===== config.mk =====
export PLATFORM = sky130hd
export DESIGN_NAME = irq_rtab_locator
export DESIGN_NICKNAME = d
export VERILOG_FILES = /design/src/rtl/irq_rtab_pkg.sv /design/src/rtl/irq_rtab_cursor.sv /design/src/rtl/irq_rtab_hdr_filter.sv /design/src/rtl/irq_rtab_sum.sv /design/src/rtl/irq_rtab_locator.sv
export SDC_FILE = /design/constraint.sdc
export NUM_CORES = 1
export LEC_CHECK = 0
export BUFFER_PORTS_ARGS = -buffer_cell sky130_fd_sc_hd__clkbuf_2
export CORE_UTILIZATION = 45
export CTS_CLUSTER_SIZE = 24
export DETAILED_ROUTE_END_ITERATION = 6
export HOLD_SLACK_MARGIN = 0.15
export SKIP_CTS_REPAIR_TIMING = 1
export SLEW_MARGIN = 5
export SYNTH_ARGS = -nofsm -noshare
export SYNTH_HDL_FRONTEND = slang
export SYNTH_SLANG_ARGS = --single-unit
export TNS_END_PERCENT = 30

===== constraint.sdc =====
create_clock -name clk -period 4.9 [get_ports clk]
set_input_delay 0.245 -clock clk [delete_from_list [all_inputs] [get_ports clk]]
set_output_delay 0.245 -clock clk [all_outputs]
set_load 0.03 [all_outputs]

===== src/rtl/irq_rtab_pkg.sv =====
package irq_rtab_pkg;

  // width of the declared size field
  localparam int unsigned SIZE_W      = 16;
  // signature plus version bytes compared against constants
  localparam int unsigned KEY_BYTES   = 6;
  // signature, version and size bytes of the header
  localparam int unsigned FIELD_BYTES = 8;

  typedef enum logic [1:0] {
    ST_IDLE,
    ST_REQ,
    ST_WAIT
  } scan_st_t;

  typedef enum logic [1:0] {
    EV_NONE,
    EV_NEXT_BYTE,
    EV_REJECT,
    EV_ACCEPT
  } byte_ev_t;

endpackage


===== src/rtl/irq_rtab_cursor.sv =====
module irq_rtab_cursor
  import irq_rtab_pkg::*;
#(
  parameter int unsigned           ADDR_W   = 32,
  parameter logic [ADDR_W-1:0]     WIN_BASE = 32'h000F_0000,
  parameter logic [ADDR_W-1:0]     WIN_END  = 32'h0010_0000,
  parameter int unsigned           STRIDE   = 16
) (
  input  logic              clk,
  input  logic              rst_n,
  input  logic              load,
  input  logic              adv,
  input  logic              step,
  output logic [ADDR_W-1:0] base_q,
  output logic [SIZE_W-1:0] off_q,
  output logic [ADDR_W-1:0] rd_addr,
  output logic              last
);

  localparam logic [ADDR_W-1:0] LAST_BASE = WIN_END - ADDR_W'(STRIDE);
  localparam int unsigned       ALIGN_W   = $clog2(STRIDE);

  logic [ADDR_W-1:0] base_d;
  logic [SIZE_W-1:0] off_d;
  logic              base_en;
  logic              off_en;

  always_comb begin
    base_en = load | adv;
    off_en  = load | adv | step;
    base_d  = base_q;
    off_d   = off_q;
    if (load) begin
      base_d = WIN_BASE;
      off_d  = '0;
    end else if (adv) begin
      base_d = base_q + ADDR_W'(STRIDE);
      off_d  = '0;
    end else if (step) begin
      off_d  = off_q + SIZE_W'(1);
    end
  end

  always_ff @(posedge clk or negedge rst_n) begin
    if (!rst_n) begin
      base_q <= WIN_BASE;
    end else if (base_en) begin
      base_q <= base_d;
    end
  end

  always_ff @(posedge clk or negedge rst_n) begin
    if (!rst_n) begin
      off_q <= '0;
    end else if (off_en) begin
      off_q <= off_d;
    end
  end

  assign rd_addr = base_q + ADDR_W'(off_q);
  assign last    = (base_q == LAST_BASE);

  AST_BASE_IN_WINDOW: assert property (@(posedge clk) disable iff (!rst_n)
    (base_q >= WIN_BASE) && (base_q < WIN_END) && (base_q[ALIGN_W-1:0] == '0));

endmodule


===== src/rtl/irq_rtab_hdr_filter.sv =====
module irq_rtab_hdr_filter
  import irq_rtab_pkg::*;
#(
  parameter logic [31:0] SIG     = 32'h5249_5024,
  parameter logic [15:0] VER     = 16'h0100,
  parameter int unsigned HDR_LEN = 32,
  parameter int unsigned STRIDE  = 16
) (
  input  logic              clk,
  input  logic              rst_n,
  input  logic              vld,
  input  logic [2:0]        idx,
  input  logic [7:0]        data,
  output logic              fail,
  output logic [SIZE_W-1:0] size_q
);

  localparam int unsigned          ALIGN_W = $clog2(STRIDE);
  localparam logic [8*KEY_BYTES-1:0] KEY   = {VER, SIG};

  logic [KEY_BYTES-1:0] key_hit;
  logic [7:0]           lo_q;
  logic [7:0]           lo_d;
  logic [SIZE_W-1:0]    size_now;
  logic [SIZE_W-1:0]    size_d;
  logic                 size_bad;
  logic                 fail_c;
  logic                 lo_en;
  logic                 size_en;

  // one comparator per constant header byte
  for (genvar g = 0; g < KEY_BYTES; g++) begin : g_key
    assign key_hit[g] = (data == KEY[8*g +: 8]);
  end

  always_comb begin
    size_now = {data, lo_q};
    size_bad = (size_now[ALIGN_W-1:0] != '0) || (size_now < SIZE_W'(HDR_LEN));
    if (idx < 3'(KEY_BYTES)) begin
      fail_c = ~key_hit[idx];
    end else if (idx == 3'(FIELD_BYTES - 1)) begin
      fail_c = size_bad;
    end else begin
      fail_c = 1'b0;
    end
    lo_en   = vld && (idx == 3'(KEY_BYTES));
    size_en = vld && (idx == 3'(FIELD_BYTES - 1));
    lo_d    = data;
    size_d  = size_now;
  end

  assign fail = vld & fail_c;

  always_ff @(posedge clk or negedge rst_n) begin
    if (!rst_n) begin
      lo_q <= '0;
    end else if (lo_en) begin
      lo_q <= lo_d;
    end
  end

  always_ff @(posedge clk or negedge rst_n) begin
    if (!rst_n) begin
      size_q <= '0;
    end else if (size_en) begin
      size_q <= size_d;
    end
  end

endmodule


===== src/rtl/irq_rtab_sum.sv =====
module irq_rtab_sum #(
  parameter int unsigned W = 8
) (
  input  logic         clk,
  input  logic         rst_n,
  input  logic         clr,
  input  logic         add,
  input  logic [W-1:0] data,
  output logic [W-1:0] sum_q,
  output logic         zero_next
);

  logic [W-1:0] sum_d;
  logic [W-1:0] sum_plus;
  logic         sum_en;

  always_comb begin
    sum_plus = sum_q + data;
    sum_en   = clr | add;
    sum_d    = clr ? '0 : sum_plus;
  end

  assign zero_next = (sum_plus == '0);

  always_ff @(posedge clk or negedge rst_n) begin
    if (!rst_n) begin
      sum_q <= '0;
    end else if (sum_en) begin
      sum_q <= sum_d;
    end
  end

endmodule


===== src/rtl/irq_rtab_locator.sv =====
module irq_rtab_locator
  import irq_rtab_pkg::*;
#(
  parameter int unsigned       ADDR_W   = 32,
  parameter logic [ADDR_W-1:0] WIN_BASE = 32'h000F_0000,
  parameter logic [ADDR_W-1:0] WIN_END  = 32'h0010_0000,
  parameter int unsigned       STRIDE   = 16,
  parameter int unsigned       HDR_LEN  = 32,
  parameter logic [31:0]       SIG      = 32'h5249_5024,
  parameter logic [15:0]       VER      = 16'h0100
) (
  input  logic              clk,
  input  logic              rst_n,
  input  logic              start,
  output logic              mem_req,
  output logic [ADDR_W-1:0] mem_addr,
  input  logic              mem_rvalid,
  input  logic [7:0]        mem_rdata,
  output logic              busy,
  output logic              done,
  output logic              found,
  output logic [ADDR_W-1:0] base_addr,
  output logic [SIZE_W-1:0] table_size
);

  localparam int unsigned ALIGN_W = $clog2(STRIDE);

  scan_st_t          st_q;
  scan_st_t          st_d;
  byte_ev_t          ev;
  logic [ADDR_W-1:0] cur_base;
  logic [SIZE_W-1:0] cur_off;
  logic [ADDR_W-1:0] rd_addr;
  logic              last_cand;
  logic              in_hdr;
  logic              tbl_end;
  logic              hdr_vld;
  logic              hdr_fail;
  logic [SIZE_W-1:0] hdr_size;
  logic [7:0]        sum_q;
  logic              sum_zero_next;
  logic              c_load;
  logic              c_adv;
  logic              c_step;
  logic              s_clr;
  logic              s_add;
  logic              finish;
  logic              done_d;
  logic              found_d;
  logic [ADDR_W-1:0] base_res_d;
  logic [SIZE_W-1:0] size_res_d;

  irq_rtab_cursor #(
    .ADDR_W   (ADDR_W),
    .WIN_BASE (WIN_BASE),
    .WIN_END  (WIN_END),
    .STRIDE   (STRIDE)
  ) cursor_i (
    .clk     (clk),
    .rst_n   (rst_n),
    .load    (c_load),
    .adv     (c_adv),
    .step    (c_step),
    .base_q  (cur_base),
    .off_q   (cur_off),
    .rd_addr (rd_addr),
    .last    (last_cand)
  );

  irq_rtab_hdr_filter #(
    .SIG     (SIG),
    .VER     (VER),
    .HDR_LEN (HDR_LEN),
    .STRIDE  (STRIDE)
  ) filter_i (
    .clk    (clk),
    .rst_n  (rst_n),
    .vld    (hdr_vld),
    .idx    (cur_off[2:0]),
    .data   (mem_rdata),
    .fail   (hdr_fail),
    .size_q (hdr_size)
  );

  irq_rtab_sum #(
    .W (8)
  ) sum_i (
    .clk       (clk),
    .rst_n     (rst_n),
    .clr       (s_clr),
    .add       (s_add),
    .data      (mem_rdata),
    .sum_q     (sum_q),
    .zero_next (sum_zero_next)
  );

  // classify the byte that has just arrived
  always_comb begin
    in_hdr  = (cur_off < SIZE_W'(FIELD_BYTES));
    tbl_end = (cur_off == (hdr_size - SIZE_W'(1)));
    hdr_vld = (st_q == ST_WAIT) && mem_rvalid && in_hdr;
    ev      = EV_NONE;
    if ((st_q == ST_WAIT) && mem_rvalid) begin
      if (in_hdr) begin
        ev = hdr_fail ? EV_REJECT : EV_NEXT_BYTE;
      end else if (tbl_end) begin
        ev = sum_zero_next ? EV_ACCEPT : EV_REJECT;
      end else begin
        ev = EV_NEXT_BYTE;
      end
    end
  end

  // control of the datapath pieces
  always_comb begin
    c_load = (st_q == ST_IDLE) && start;
    c_adv  = (ev == EV_REJECT) && !last_cand;
    c_step = (ev == EV_NEXT_BYTE);
    s_clr  = c_load || (ev == EV_REJECT);
    s_add  = (ev == EV_NEXT_BYTE);
    finish = (ev == EV_ACCEPT) || ((ev == EV_REJECT) && last_cand);
  end

  // next state
  always_comb begin
    st_d = st_q;
    case (st_q)
      ST_IDLE: if (start) st_d = ST_REQ;
      ST_REQ:  st_d = ST_WAIT;
      ST_WAIT: begin
        case (ev)
          EV_NEXT_BYTE: st_d = ST_REQ;
          EV_REJECT:    st_d = last_cand ? ST_IDLE : ST_REQ;
          EV_ACCEPT:    st_d = ST_IDLE;
          default:      st_d = ST_WAIT;
        endcase
      end
      default: st_d = ST_IDLE;
    endcase
  end

  // result next values
  always_comb begin
    done_d     = finish;
    found_d    = found;
    base_res_d = base_addr;
    size_res_d = table_size;
    if (finish) begin
      found_d    = (ev == EV_ACCEPT);
      base_res_d = (ev == EV_ACCEPT) ? cur_base : '0;
      size_res_d = (ev == EV_ACCEPT) ? hdr_size : '0;
    end
  end

  always_ff @(posedge clk or negedge rst_n) begin
    if (!rst_n) begin
      st_q <= ST_IDLE;
    end else begin
      st_q <= st_d;
    end
  end

  always_ff @(posedge clk or negedge rst_n) begin
    if (!rst_n) begin
      done <= 1'b0;
    end else begin
      done <= done_d;
    end
  end

  always_ff @(posedge clk or negedge rst_n) begin
    if (!rst_n) begin
      found      <= 1'b0;
      base_addr  <= '0;
      table_size <= '0;
    end else if (finish) begin
      found      <= found_d;
      base_addr  <= base_res_d;
      table_size <= size_res_d;
    end
  end

  assign mem_req  = (st_q == ST_REQ);
  assign mem_addr = rd_addr;
  assign busy     = (st_q != ST_IDLE);

  AST_FIRST_READ_AT_BASE: assert property (@(posedge clk) disable iff (!rst_n)
    (!busy && start) |=> (mem_req && (mem_addr == WIN_BASE)));

  AST_SINGLE_OUTSTANDING: assert property (@(posedge clk) disable iff (!rst_n)
    mem_req |=> !mem_req);

  AST_DONE_ONE_CYCLE: assert property (@(posedge clk) disable iff (!rst_n)
    done |=> !done);

  AST_DONE_ENDS_BUSY: assert property (@(posedge clk) disable iff (!rst_n)
    done |-> (!busy && $past(busy)));

  AST_RESULT_HELD: assert property (@(posedge clk) disable iff (!rst_n)
    !done |-> ($stable(found) && $stable(base_addr) && $stable(table_size)));

  AST_FOUND_SHAPE: assert property (@(posedge clk) disable iff (!rst_n)
    (done && found) |-> ((base_addr[ALIGN_W-1:0] == '0) && (table_size[ALIGN_W-1:0] == '0)
                         && (table_size >= SIZE_W'(HDR_LEN))));

  AST_MISS_ZERO: assert property (@(posedge clk) disable iff (!rst_n)
    (done && !found) |-> ((base_addr == '0) && (table_size == '0)));

endmodule


==> results.py <==
metrics = {
    "global_route": {
        "track_usage_pct": 23.1,
        "grt_max_degree": 80,
        "grt_pass1_wl_um": 29600,
        "first_global_vias": 5798,
        "antenna_found_initial": 0,
        "grt-ovfl-total": 0,
    },
    "synthesis": {
        "ys_ff_latch": 125,
        "synth_cells": 807,
        "synth_top_area_share_pct": 41.6,
        "netlist_area_mm2": 0.00728,
        "synth_area_leader_cell": "dfrtp_1",
        "avgSynthCellArea_um2": 9.02,
        "yosysWarnings": 0,
        "ys_seq_area_share_pct": 43.0,
        "synth_ff_type": "dfrtp_1",
        "synthArstFlopShare_pct": 100,
        "synth_nets": 843,
        "synthTopCellsByArea": "dfrtp_1 42%, nand2_1 8.7%, xnor2_1 5.7%, ha_1 4.0%, xor2_1 3.9%",
        "ys_types": 62,
        "synth_edf_count": 0,
    },
    "power": {
        "power.density_mw_per_mm2": 338,
        "power_mw": 2.87,
        "ir_drop_v": 0.000259,
        "p_leak_nw": 4.30,
    },
    "drt": {
        "vias_per_cell": 5.50,
        "finalWirelength_um": 18300,
        "vias": 6075,
        "drtIter0Drc": 382,
        "drtAntennaViolNets": 0,
        "drc": 0,
        "wl_per_cell_um": 16.6,
        "firstDrtPassIters": 5,
    },
    "clock_network": {
        "clock_latency_ns": 0.42,
        "clkSinkCount": 125,
        "cts_htree_levels": 4,
        "numCtsBuffers": 17,
        "path_clk_slew_ns": 0.06,
        "clock-root-buffer": "clkbuf_16",
        "cts_max_path_buffers": 2,
        "cts_tree": "yes",
    },
    "sta": {
        "hold_violations": 0,
        "report.final.slew_viol_count": 0,
        "relSlewSlack_pct": 29.2,
        "clock_skew_ns": 0.00802,
        "fin_tns_setup_ns": 0,
        "grt_setup_unrepaired": "false",
        "fmax_ghz": 0.235,
        "setup_violations": 0,
        "max_slew.worst_pin.slew_ns": 1.06,
        "fin_crit_sh_pct": 87.0,
        "period_needed_ns": 4.26,
    },
    "min_path": {
        "whs_path_depth": 2,
        "holdCritStartpoint": "mem_rdata[6]",
        "hold_path_end": "filter_i.size_q[14]",
        "hp-class": "primary input to flop",
    },
    "status": {
        "status": "finished, final reports clean",
    },
    "worst_setup_path": {
        "end_kind": "flop",
        "path_class": "flop to flop",
        "worst_ep_required_time_ns": 5.17,
        "reg2reg_setup_slack_ns": 0.64,
        "r2r-start": "filter_i.size_q[0]",
        "reg2reg_depth": 10,
        "cp_max_fo": 17,
        "crit_arrival_ns": 4.54,
        "critPathLaunchType": "flop",
        "r2r-end": "cursor_i.off_q[15]",
    },
    "die": {
        "io_pins": 96,
        "dieArea_mm2": 0.0167,
        "rows": 46,
        "dieHeight_um": 129,
        "die_width_um": 129,
        "coreArea_mm2": 0.0158,
        "initial_core_util_pct": 46.0,
    },
    "final_layout": {
        "drive_gt1_share_pct": 19.2,
        "layout_common_cells": "168 x nand2_1, 121 x dfrtp_1, 94 x clkbuf_2, 63 x nor2_1, 47 x xnor2_1",
        "final_common_cell": "nand2_1",
        "n_antenna_cell": 0,
        "multi_input_area_mm2": 0.00390,
        "seqCellArea_mm2": 0.00313,
        "nNetsFinal": 912,
        "syn_to_final_growth_pct": 16.6,
        "n_fill_cell": 1460,
        "instances_no_fill": 1105,
        "final_util_pct": 53.6,
    },
    "placed_design": {
        "placedCellCount": 1072,
        "dpl.hpwl_um": 13200,
        "portBuffers": 95,
        "place_congestion": 0.861,
    },
    "run": {
        "cap_violations": 0,
    },
}
==> cells in the mapped netlist (all sizes together) (4+ instances only) <==
cell / count
nand3b: 6
nand4: 19
ha: 23
nor2b: 4
nand4b: 5
or3: 18
nor4: 11
xor2: 32
nor3: 31
a211oi: 5
dfstp: 4
nor2: 64
dfrtp: 121
or4: 6
o21a: 4
nand3: 30
o21ai: 28
and3: 14
a21oi: 20
and2: 6
xnor2: 47
buf: 16
clkbuf: 36
nand2: 169
mux2: 24
a21o: 4
mux2i: 8
inv: 7
nand2b: 8
==> registers in the layout, indices dropped and copies added, names as in the netlist <==
signal           count
base_addr           29
cursor_i.base_q     28
cursor_i.off_q      16
filter_i.size_q     16
table_size          16
filter_i.lo_q        8
sum_i.sum_q          8
st_q                 2
done                 1
found                1
==> worst max path at each step <==
stage                     depth (start not counted)          startpoint  slack [ns]                 end
after floorplan                                  10   cursor_i.off_q[5]        1.46        mem_addr[16]
after CTS                                        10  filter_i.size_q[0]        0.63  cursor_i.off_q[15]
after global routing                             10  filter_i.size_q[0]        0.33   cursor_i.off_q[8]
final                                            10  filter_i.size_q[0]        0.64  cursor_i.off_q[15]
after global placement                           10  filter_i.size_q[0]        0.76   cursor_i.off_q[5]
after detailed placement                         10  filter_i.size_q[0]        0.65  cursor_i.off_q[15]
==> worst max-delay path, cell delays in order (launching register included) <==
cell and delay, ns:
dfrtp_1 0.43, inv_1 0.09, ha_1 0.20, or4b_4 0.50, or4b_4 0.55, nor3_1 0.19
xnor2_1 0.17, nand4_1 0.22, o41ai_4 1.00, nand2b_1 0.64, nor2_1 0.12
==> logic make-up after synthesis <==
kind of cell / Yosys count / share of synthesized area, %
simple gates: 405 / 26.9
flops: 125 / 43.0
compound gates: 82 / 7.77
xor+xnor: 80 / 9.82
buf+inv: 59 / 3.47
mux: 32 / 4.81
fa+ha+maj: 24 / 4.23
==> metal layers <==
metal  global-route usage, %  share of wire [%]
met3                    4.05                4.5
met4                    9.62                2.2
met1                    30.4                 47
met5                       0                  0
met2                    37.4                 47
==> cell type report <==
class	instances	share of cell area, %
Timing Repair Buffer	102	6.43
Clock buffer	18	5.17
Tap cell	216	3.18
Clock inverter	14	2.00
Inverter	7	0.310
Multi-Input combinational cell	623	46.0
Sequential cell	125	36.9
==> power by group <==
group,leakage [nW],switching (mW),internal [mW],total (mW)
Combinational,2.30,0.294,0.157,0.451
Sequential,1.73,0.0567,1.07,1.13
Clock,0.276,0.477,0.810,1.29
Total,4.30,0.827,2.04,2.87
==> through the flow <==
| stage | hold WS [ns] | instance area (um2) | worst slack, ns |
|---|---|---|---|
| 3_3_place_gp | 0.450 | 7870 | 0.756 |
| 6_report | 0.176 | 8490 | 0.637 |
| 5_1_grt | 0.171 | 8490 | 0.332 |
| 2_1_floorplan | -0.0506 | 7280 | 1.46 |
| 4_1_cts | 0.0305 | 8480 | 0.630 |
| 3_5_place_dp | 0.454 | 7870 | 0.648 |
Power figures use the tool's default switching activity.
